===== config.mk =====
export PLATFORM = sky130hd
export DESIGN_NAME = pwm_dual_hilo
export DESIGN_NICKNAME = d
export VERILOG_FILES = /design/src/rtl/pwm_hl_pkg.sv /design/src/rtl/pwm_hl_regs.sv /design/src/rtl/pwm_hl_prescale.sv /design/src/rtl/pwm_hl_phase.sv /design/src/rtl/pwm_dual_hilo.sv
export SDC_FILE = /design/constraint.sdc
export NUM_CORES = 1
export LEC_CHECK = 0
export CORE_UTILIZATION = 50
export CTS_BUF_LIST = sky130_fd_sc_hd__clkbuf_4 sky130_fd_sc_hd__clkbuf_8
export DETAILED_ROUTE_END_ITERATION = 12
export PLACE_DENSITY = 0.71
export SLEW_MARGIN = 20
export SYNTH_ARGS = -nofsm -noshare
export SYNTH_HDL_FRONTEND = slang
export SYNTH_HIERARCHICAL = 1
export SYNTH_SLANG_ARGS = --single-unit

===== constraint.sdc =====
create_clock -name clk -period 3.45 [get_ports clk]
set_input_delay 0.69 -clock clk [delete_from_list [all_inputs] [get_ports clk]]
set_output_delay 0.69 -clock clk [all_outputs]
set_load 0.005 [all_outputs]

===== src/rtl/pwm_hl_pkg.sv =====
package pwm_hl_pkg;
  localparam int NUM_CH  = 2;
  localparam int CNT_W   = 16;
  localparam int DIV_W   = 7;
  localparam int SEL_W   = 2;
  localparam int NUM_SRC = 1 << SEL_W;
  localparam int REG_W   = 2 * CNT_W;
  localparam int ADDR_W  = 4;

  // control word layout: enables at the bottom, selectors above, then per-channel divider+gate bytes
  function automatic int sel_pos(input int ch);
    return 4 + SEL_W * ch;
  endfunction

  function automatic int div_pos(input int ch);
    return 8 + 8 * ch;
  endfunction

  function automatic int gate_pos(input int ch);
    return div_pos(ch) + DIV_W;
  endfunction

  function automatic logic [REG_W-1:0] ctrl_mask();
    logic [REG_W-1:0] m;
    m = '0;
    for (int c = 0; c < NUM_CH; c++) begin
      m[c]                   = 1'b1;
      m[sel_pos(c) +: SEL_W] = '1;
      m[div_pos(c) +: DIV_W] = '1;
      m[gate_pos(c)]         = 1'b1;
    end
    return m;
  endfunction

  function automatic logic [ADDR_W-1:0] duty_ofs(input int ch);
    return ADDR_W'(4 * ch);
  endfunction

  function automatic logic [ADDR_W-1:0] ctrl_ofs();
    return ADDR_W'(4 * NUM_CH);
  endfunction

  // prescaler wraps when the strobe count reaches the divider field
  function automatic logic presc_hit(input logic [DIV_W-1:0] cnt, input logic [DIV_W-1:0] div);
    return cnt >= div;
  endfunction

  typedef enum logic [1:0] {PH_IDLE = 2'd0, PH_HIGH = 2'd1, PH_LOW = 2'd2} phase_t;
endpackage


===== src/rtl/pwm_hl_regs.sv =====
module pwm_hl_regs
  import pwm_hl_pkg::*;
#(
  parameter int P_ADDR_W = ADDR_W,
  parameter int P_CH     = NUM_CH,
  parameter int P_CNT_W  = CNT_W,
  parameter int P_DIV_W  = DIV_W,
  parameter int P_SEL_W  = SEL_W
) (
  input  logic                            clk,
  input  logic                            rst_n,
  input  logic                            req_valid,
  input  logic                            req_write,
  input  logic [P_ADDR_W-1:0]             req_addr,
  input  logic [2*P_CNT_W-1:0]            req_wdata,
  output logic                            rsp_valid,
  output logic [2*P_CNT_W-1:0]            rsp_rdata,
  output logic [P_CH-1:0]                 run_o,
  output logic [P_CH-1:0][P_SEL_W-1:0]    sel_o,
  output logic [P_CH-1:0][P_DIV_W-1:0]    div_o,
  output logic [P_CH-1:0][P_CNT_W-1:0]    hi_o,
  output logic [P_CH-1:0][P_CNT_W-1:0]    lo_o
);
  localparam int W = 2 * P_CNT_W;
  localparam logic [W-1:0] CMASK = W'(ctrl_mask());
  localparam logic [P_ADDR_W-1:0] CTRL_A = P_ADDR_W'(ctrl_ofs());

  logic [W-1:0] duty_q [P_CH];
  logic [W-1:0] ctrl_q;
  logic [W-1:0] rdata_d;
  logic         wr_en, rd_en;

  assign wr_en = req_valid & req_write;
  assign rd_en = req_valid & ~req_write;

  for (genvar c = 0; c < P_CH; c++) begin : g_duty
    localparam logic [P_ADDR_W-1:0] DA = P_ADDR_W'(duty_ofs(c));
    always_ff @(posedge clk or negedge rst_n) begin
      if (!rst_n)                       duty_q[c] <= '0;
      else if (wr_en && req_addr == DA) duty_q[c] <= req_wdata;
    end
    assign hi_o[c]  = duty_q[c][W-1:P_CNT_W];
    assign lo_o[c]  = duty_q[c][P_CNT_W-1:0];
    assign run_o[c] = ctrl_q[c] & ctrl_q[gate_pos(c)];
    assign sel_o[c] = ctrl_q[sel_pos(c) +: P_SEL_W];
    assign div_o[c] = ctrl_q[div_pos(c) +: P_DIV_W];
  end

  always_ff @(posedge clk or negedge rst_n) begin
    if (!rst_n)                           ctrl_q <= '0;
    else if (wr_en && req_addr == CTRL_A) ctrl_q <= req_wdata & CMASK;
  end

  always_comb begin
    rdata_d = '0;
    for (int c = 0; c < P_CH; c++)
      if (req_addr == P_ADDR_W'(duty_ofs(c))) rdata_d = duty_q[c];
    if (req_addr == CTRL_A) rdata_d = ctrl_q;
  end

  always_ff @(posedge clk or negedge rst_n) begin
    if (!rst_n) begin
      rsp_valid <= 1'b0;
      rsp_rdata <= '0;
    end else begin
      rsp_valid <= rd_en;
      if (rd_en) rsp_rdata <= rdata_d;
    end
  end
endmodule


===== src/rtl/pwm_hl_prescale.sv =====
module pwm_hl_prescale
  import pwm_hl_pkg::*;
#(
  parameter int P_DIV_W = DIV_W
) (
  input  logic               clk,
  input  logic               rst_n,
  input  logic               run,
  input  logic               strobe,
  input  logic [P_DIV_W-1:0] div,
  output logic               tick
);
  logic [P_DIV_W-1:0] cnt_q;
  logic               wrap;

  assign wrap = presc_hit(cnt_q, div);
  assign tick = run & strobe & wrap;

  always_ff @(posedge clk or negedge rst_n) begin
    if (!rst_n)      cnt_q <= '0;
    else if (!run)   cnt_q <= '0;
    else if (strobe) cnt_q <= wrap ? '0 : cnt_q + 1'b1;
  end
endmodule


===== src/rtl/pwm_hl_phase.sv =====
module pwm_hl_phase
  import pwm_hl_pkg::*;
#(
  parameter int P_CNT_W = CNT_W
) (
  input  logic               clk,
  input  logic               rst_n,
  input  logic               run,
  input  logic               tick,
  input  logic [P_CNT_W-1:0] duty_hi,
  input  logic [P_CNT_W-1:0] duty_lo,
  output logic               pwm,
  output logic               started
);
  phase_t             st_q, st_d;
  logic [P_CNT_W-1:0] cnt_q, cnt_d, hi_q, hi_d, lo_q, lo_d;
  logic [P_CNT_W:0]   cnt_inc;
  logic               restart;

  assign cnt_inc = {1'b0, cnt_q} + 1'b1;
  assign started = (st_q != PH_IDLE);

  always_comb begin
    st_d    = st_q;
    cnt_d   = cnt_q;
    hi_d    = hi_q;
    lo_d    = lo_q;
    restart = 1'b0;
    if (!run) begin
      st_d  = PH_IDLE;
      cnt_d = '0;
    end else begin
      case (st_q)
        PH_IDLE: restart = 1'b1;
        PH_HIGH: if (tick) begin
          if (cnt_inc == {1'b0, hi_q}) begin
            if (lo_q != '0) begin
              st_d  = PH_LOW;
              cnt_d = '0;
            end else restart = 1'b1;
          end else cnt_d = cnt_inc[P_CNT_W-1:0];
        end
        PH_LOW: if (tick) begin
          if (cnt_inc >= {1'b0, lo_q}) restart = 1'b1;
          else                         cnt_d = cnt_inc[P_CNT_W-1:0];
        end
        default: st_d = PH_IDLE;
      endcase
      if (restart) begin
        hi_d  = duty_hi;
        lo_d  = duty_lo;
        cnt_d = '0;
        st_d  = (duty_hi != '0) ? PH_HIGH : PH_LOW;
      end
    end
  end

  always_ff @(posedge clk or negedge rst_n) begin
    if (!rst_n) begin
      st_q  <= PH_IDLE;
      cnt_q <= '0;
      hi_q  <= '0;
      lo_q  <= '0;
      pwm   <= 1'b0;
    end else begin
      st_q  <= st_d;
      cnt_q <= cnt_d;
      hi_q  <= hi_d;
      lo_q  <= lo_d;
      pwm   <= (st_d == PH_HIGH);
    end
  end
endmodule


===== src/rtl/pwm_dual_hilo.sv =====
module pwm_dual_hilo
  import pwm_hl_pkg::*;
#(
  parameter int P_ADDR_W = ADDR_W,
  parameter int P_CH     = NUM_CH,
  parameter int P_CNT_W  = CNT_W,
  parameter int P_DIV_W  = DIV_W,
  parameter int P_SEL_W  = SEL_W,
  localparam int P_SRC   = 1 << P_SEL_W,
  localparam int P_REG_W = 2 * P_CNT_W
) (
  input  logic                clk,
  input  logic                rst_n,
  input  logic [P_SRC-1:0]    src_tick,
  input  logic                req_valid,
  output logic                req_ready,
  input  logic                req_write,
  input  logic [P_ADDR_W-1:0] req_addr,
  input  logic [P_REG_W-1:0]  req_wdata,
  output logic                rsp_valid,
  output logic [P_REG_W-1:0]  rsp_rdata,
  output logic [P_CH-1:0]     pwm_out
);
  logic [P_CH-1:0]              run_w, ptick_w, started_w, strobe_w;
  logic [P_CH-1:0][P_SEL_W-1:0] sel_w;
  logic [P_CH-1:0][P_DIV_W-1:0] div_w;
  logic [P_CH-1:0][P_CNT_W-1:0] hi_w, lo_w;

  assign req_ready = 1'b1;

  pwm_hl_regs #(
    .P_ADDR_W(P_ADDR_W), .P_CH(P_CH), .P_CNT_W(P_CNT_W),
    .P_DIV_W(P_DIV_W), .P_SEL_W(P_SEL_W)
  ) u_regs (
    .clk(clk), .rst_n(rst_n),
    .req_valid(req_valid), .req_write(req_write), .req_addr(req_addr),
    .req_wdata(req_wdata), .rsp_valid(rsp_valid), .rsp_rdata(rsp_rdata),
    .run_o(run_w), .sel_o(sel_w), .div_o(div_w), .hi_o(hi_w), .lo_o(lo_w)
  );

  for (genvar c = 0; c < P_CH; c++) begin : g_ch
    assign strobe_w[c] = src_tick[sel_w[c]];

    pwm_hl_prescale #(.P_DIV_W(P_DIV_W)) u_presc (
      .clk(clk), .rst_n(rst_n), .run(run_w[c]), .strobe(strobe_w[c]),
      .div(div_w[c]), .tick(ptick_w[c])
    );

    pwm_hl_phase #(.P_CNT_W(P_CNT_W)) u_phase (
      .clk(clk), .rst_n(rst_n), .run(run_w[c]), .tick(ptick_w[c]),
      .duty_hi(hi_w[c]), .duty_lo(lo_w[c]),
      .pwm(pwm_out[c]), .started(started_w[c])
    );
  end
endmodule


==> impl_metrics.toml, run 1 <==
[global_routing]
grt_use_total = 0.278
grt_max_degree = 69
grt-ovfl-total = 0
antenna_found_initial = 1
grt_pass1_vias = 11200
grt_pass1_wl_microns = 62300

[yosys]
async_reset_ff_frac = 1.00
netlist_instances = 1306
ys_ff_latch = 235
ys.flop_type = "dfrtp_1"
syn-num-nets = 1408
synth_edf_count = 0
avgSynthCellArea_sq_um = 10.8
ys_types = 102
yosysSeqAreaShare = 0.416
syn_area_sq_um = 14100
yosysWarningCount = 6

[place]
post-place-ws_ns = -0.371
portBuffers = 78
hpwl_microns = 28000
finalWeightedCongestion = 0.960
place_inst = 1802

[power_and_ir_drop]
ir_drop_mv = 0.323
powerDensity_nw_per_um2 = 546
p_int_mw = 6.60
pwr-share-comb = 0.299
p_seq_frac = 0.407
switching_share = 0.328
power.static_leakage_nw = 8.22
p_switching_mw = 3.21
pwr-share-clk = 0.294

[die]
dieArea_sq_um = 28900
io_pins = 80
start_util = 0.509
core-area_sq_um = 27800
fp-row-count = 61
die_h_microns = 170
die_x_microns = 170

[clocking]
clk_latency_ns = 0.56
numCtsBuffers = 43
clockBufferDepth = 3
root_buffer = "clkbuf_8"
cts_sinks = 235
clk_pin_slew_ns = 0.06
htreeDepth = 2
cts_tree = "done"

[sta]
finalMaxSlewViolations = 0
tightestPinTransition_ns = 0.835
rsz0062_at_grt = "true"
finalHoldViolCount = 0
skew_ns = 0.0188
setup_slack_ns = -0.159
fmax_mhz = 277
setup_viol = 83
holdWs_ns = 0.106
min_period_ns = 3.61
slew_headroom = 0.439
fin_crit_sh = 1.05

[setup_path]
worstPathRequired_ns = 3.88
crit_chain = "ha_4 > nand3_2 > nor3_4 > xor2_2 > ha_1 > nand4_1 > nor3_4 > a41oi_2 > a21oi_2 > nor3_2 > o31a_1 > a21oi_4 > buf_12 > clkbuf_16 > mux2_4"
slowest_stage = "dfrtp_2"
worstPathMaxFanout = 8
critPathCaptureType = "flip-flop"
crit_path_start = "g_ch[1].u_phase/cnt_q[0]"
path_delay_family = "compound AO/OA/AOI/OAI gates"
rr_startpoint = "g_ch[1].u_phase/cnt_q[0]"
crit_path_max_incr_delay_ns = 0.43
critPathLaunchType = "flip-flop"
cp_num_buf_inv = 2
crit_top_cell = "nor3_4"
crit_arrival_ns = 4.04
criticalPathCategory = "reg -> reg"

[finish]
final_nets = 1600
antennaDiodeCount = 0
final_cells = 1906
area_growth_pct = 27.1
drive_gt1_frac = 0.336
fin_util = 0.647

[run_status]
violations = "setup timing"
status = "finished with violations"

[min_path]
hold_path_class = "in -> async"

[job]
cap_violations = 0

[routing]
first_pass_iters = 6
wl_per_cell_microns = 21.3
routed_wl_microns = 40700
vias = 11200
antenna_left = 0
drt_iter0_markers = 884
drcViolationCount = 0
vias_per_cell = 5.88
==> final timing paths <==
path / slack, ns / endpoint / cells past startpoint
worst max-delay path: -0.16 / g_ch[1].u_phase/hi_q[0] / 15
worst min-delay path: 0.11 / g_ch[0].u_phase/cnt_q[12] / 1
worst max register to register: -0.16 / g_ch[1].u_phase/hi_q[0] / 15
worst min register to register: 0.47 / u_regs/rsp_rdata[30] / 2
max in group asynchronous: 2.51 / u_regs/rsp_rdata[20] / 2
min in group clk: 0.47 / u_regs/rsp_rdata[30] / 2
==> synth_stat cells, types with 11 or more instances <==
cell type / n / area, sq um
nor2b_1: 34 / 213
mux2i_1: 14 / 140
mux2_1: 60 / 676
nor4_1: 21 / 131
and3_1: 16 / 100
a211oi_1: 18 / 135
nand3_1: 33 / 165
mux2_2: 63 / 709
a211o_1: 26 / 228
buf_2: 36 / 180
xor2_1: 15 / 131
o211ai_1: 11 / 82.6
dfrtp_1: 235 / 5880
xnor2_1: 31 / 272
buf_4: 29 / 218
o31ai_1: 12 / 90.1
nand4_1: 15 / 93.8
a21oi_1: 34 / 170
nor2_1: 44 / 165
mux2_4: 30 / 450
o21ai_0: 51 / 255
a31oi_1: 18 / 113
ha_1: 58 / 726
a32o_1: 25 / 250
nand2_1: 57 / 214
clkbuf_1: 25 / 93.8
inv_1: 96 / 360
nor3_1: 14 / 70.1
==> timing repair <==
item | CTS | global route
gates cloned | 4 | 7
hold buffers | 0 | 0
buffers inserted | 13 | 7
pin swaps | 14 | 36
resized for setup | 59 | 100
endpoints found under the setup margin | 97 | 101
==> metal layers <==
metal / wire (microns) / track usage / share of wire / up-vias
li1: - / - / - / 5146
met2: 19000 / 0.451 / 0.47 / 357
met4: 1340 / 0.0893 / 0.033 / 0
met5: 0 / 0 / 0 / -
met1: 18300 / 0.382 / 0.45 / 5628
met3: 2060 / 0.0407 / 0.051 / 80
==> cells in the final DEF (no fill, tap or decap), types with 41 or more instances in the layout <==
| master | n |
|---|---|
| clkdlybuf4s50_1 | 75 |
| ha_1 | 55 |
| mux2_2 | 58 |
| nor2_1 | 41 |
| inv_1 | 96 |
| nand2_1 | 54 |
| clkbuf_8 | 57 |
| dfrtp_1 | 226 |
| o21ai_0 | 43 |
| buf_4 | 143 |
| mux2_4 | 63 |
==> registers in the layout, indices dropped and copies added (netlist names) <==
register,count
g_ch.u_phase/cnt_q,32
u_regs/ctrl_q,22
u_regs/rsp_rdata,32
g_ch.u_presc/cnt_q,14
u_regs/rsp_valid,1
u_regs/lo_o,32
u_regs/hi_o,32
g_ch.u_phase/pwm,2
g_ch.u_phase/hi_q,32
g_ch.u_phase/st_q,4
g_ch.u_phase/lo_q,32
==> per-stage QoR <==
stage          total power [mW]  setup TNS, ns  instance area, sq um
4_1_cts                    9.59         -0.829                 17300
3_5_place_dp               6.44         -11.84                 16000
3_3_place_gp               6.37          -8.32                 16000
2_1_floorplan              5.58              0                 14200
6_report                   9.81          -5.57                 18000
5_1_grt                    10.3         -15.81                 18000
==> kinds of logic (layout without fill, tap and decap cells) <==
group	count (synthesis)	after routing	share of synthesized area
AOI/OAI and AO/OA	280	280	0.153
xor gates and xnor gates	51	51	0.0367
adders and majority gates	58	58	0.0514
buffers and inverters	199	420	0.0686
DFF	235	235	0.416
muxes	169	169	0.143
other	1	1	0.000265
and+or+nand+nor	313	314	0.131
==> final cells by class <==
type | instances | area, sq um
fillers | 2180 | 9820
multi-input cells | 873 | 7990
flip-flops and latches | 235 | 5890
repair buffers | 247 | 2300
clock buffers | 67 | 860
well taps | 378 | 473
inverters | 98 | 368
clock inverters | 8 | 80.1
==> power by group through the flow <==
| stage | clock, mW | sequential, mW | combinational (mW) |
|---|---|---|---|
| after global routing | 3.07 | 4.06 | 3.17 |
| after global placement | 0 | 3.98 | 2.39 |
| final | 2.88 | 3.99 | 2.94 |
| after CTS | 2.94 | 3.97 | 2.68 |
| after detailed placement | 0 | 4.00 | 2.44 |
| after floorplan | 0 | 3.72 | 1.87 |
(Power assumes the default switching activity.)
==> inputs of run 2 (changes only) <==
CORE_MARGIN = 5   (was unset)
CORE_UTILIZATION = 40   (was 50)
PLACE_DENSITY = unset   (was 0.71)
==> run 2 against run 1 <==
The flow still finishes with violations (setup timing). Sequential share of layout area shrank 0.16 points. Non-clock buffer count grew 12. Sequential power is essentially flat.
==> impl_metrics.toml, run 2 (synthesized netlist as in run 1, its figures left out) <==
[run_status]
status = "finished with violations"
violations = "setup timing"

[finish]
antennaDiodeCount = 0
final_cells = 1993
final_cell_mix = "dfrtp_1, buf_4, inv_1"
final_nets = 1613
drive_gt1_frac = 0.337
area_growth_pct = 27.7
fin_util = 0.520
layout_commonest_cell = "dfrtp_1"

[clocking]
clk_latency_ns = 0.58
cts_sinks = 235
htreeDepth = 2
clockBufferDepth = 3
numCtsBuffers = 44
clk_pin_slew_ns = 0.06
root_buffer = "clkbuf_8"
cts_tree = "done"
ctsHoldBuffers = 0

[die]
dieArea_sq_um = 39200
die_h_microns = 198
start_util = 0.407
core-area_sq_um = 34700
io_pins = 80
die_x_microns = 198
fp-row-count = 68

[setup_path]
worstPathMaxFanout = 8
critPathCaptureType = "flip-flop"
worstPathRequired_ns = 3.90
cp_num_buf_inv = 2
crit_arrival_ns = 4.00
critPathLaunchType = "flip-flop"
criticalPathCategory = "reg -> reg"
slowest_stage = "dfrtp_2"
crit_path_max_incr_delay_ns = 0.44
crit_chain = "ha_4 > and3_4 > and4_4 > xor2_2 > ha_1 > nand4_1 > nor3_4 > a41oi_2 > a21oi_2 > nor3_2 > o31a_1 > a21oi_4 > buf_12 > clkbuf_16 > mux2_4"
path_delay_family = "compound AO/OA/AOI/OAI gates"

[routing]
first_pass_iters = 5
vias_per_cell = 5.61
routed_wl_microns = 42000
drt_iter0_markers = 652
wl_per_cell_microns = 21.1
antenna_left = 0
vias = 11200
drcViolationCount = 0

[job]
cap_violations = 0

[global_routing]
grtUsageMet1 = 0.278
grt-ovfl-total = 0
grt_max_degree = 89
grt_use_total = 0.204
grt_pass1_wl_microns = 63300
antenna_found_initial = 0
top_usage_layer = "met2"
grt_pass1_vias = 11100
grtUsageMet2 = 0.339
grt_use_met3 = 0.0325

[min_path]
hold_path_class = "in -> async"

[power_and_ir_drop]
ir_drop_mv = 0.338
power.static_leakage_nw = 8.27
powerDensity_nw_per_um2 = 540

[sta]
fin_tns_setup_ns = -3.73
setup_viol = 74
finalHoldViolCount = 0
finalMaxSlewViolations = 0
setup_slack_ns = -0.0997
slew_headroom = 0.456
skew_ns = 0.0234
tightestPinTransition_ns = 0.810
fmax_mhz = 282
rsz0062_at_grt = "true"
fin_crit_sh = 1.03
min_period_ns = 3.55

[place]
place_inst = 1884
portBuffers = 78
post-place-ws_ns = -0.306
finalWeightedCongestion = 0.935
hpwl_microns = 29200
## run 2: cell count changes in the layout (fill, tap and decap cells not counted), sizes merged
cell	delta
clkbuf	-4
bufinv	+2
clkinv	-1
buf	+12
clkinvlp	+1
## run 2: final timing paths
check	cells past startpoint	startpoint	endpoint	slack [ns]
min in group clk	2	u_regs/rsp_rdata[2]	u_regs/rsp_rdata[2]	0.48
max in group asynchronous	2	rst_n	g_ch[1].u_phase/cnt_q[0]	2.41
max reg2reg	15	g_ch[1].u_phase/cnt_q[1]	g_ch[1].u_phase/hi_q[1]	-0.1
max	15	g_ch[1].u_phase/cnt_q[1]	g_ch[1].u_phase/hi_q[1]	-0.1
min	1	rst_n	g_ch[0].u_phase/pwm	0.08
min reg2reg	2	u_regs/rsp_rdata[2]	u_regs/rsp_rdata[2]	0.48
## run 2: routing by layer
layer  up-vias  wire, microns
li1       5177              -
met1      5671          18800
met2       262          20200
met3        68           1910
met4         0           1060
met5         -              0
## run 2: worst register-to-register path, stage by stage, from the launching register on
cell,delay [ns]
dfrtp_2,0.44
ha_4,0.20
and3_4,0.16
and4_4,0.19
xor2_2,0.14
ha_1,0.30
nand4_1,0.20
nor3_4,0.21
a41oi_2,0.15
a21oi_2,0.23
nor3_2,0.06
o31a_1,0.29
a21oi_4,0.22
buf_12,0.16
clkbuf_16,0.18
mux2_4,0.31
## run 2: through the flow
stage               power, mW  instance area (sq um)  hold WS (ns)
floorplan                5.58                  14200         0.394
global placement         6.42                  16100         0.460
detailed placement       6.47                  16100         0.471
CTS                      9.53                  17300         0.127
global route             10.3                  18000         0.146
finish                   9.74                  18000        0.0811
## run 2: report_power, final
| part | internal [mW] | switching [mW] | leakage [nW] |
|---|---|---|---|
| combinational | 1.56 | 1.29 | 4.68 |
| clock | 1.67 | 1.22 | 0.482 |
| sequential | 3.33 | 0.668 | 3.11 |
## run 2: layout make-up
class | instances | area (sq um)
fill | 3090 | 16700
multi-input combinational | 873 | 7900
sequential | 235 | 5890
timing repair buffer | 259 | 2390
clock buffer | 63 | 779
tap | 455 | 569
inverter | 98 | 368
clock inverter | 10 | 140
## run 2: timing repair
action / CTS / global route
resized for setup: 37 / 118
buffers inserted: 8 / 18
pin swaps: 4 / 33
setup endpoints to repair: 98 / 101
cloned: 3 / 8
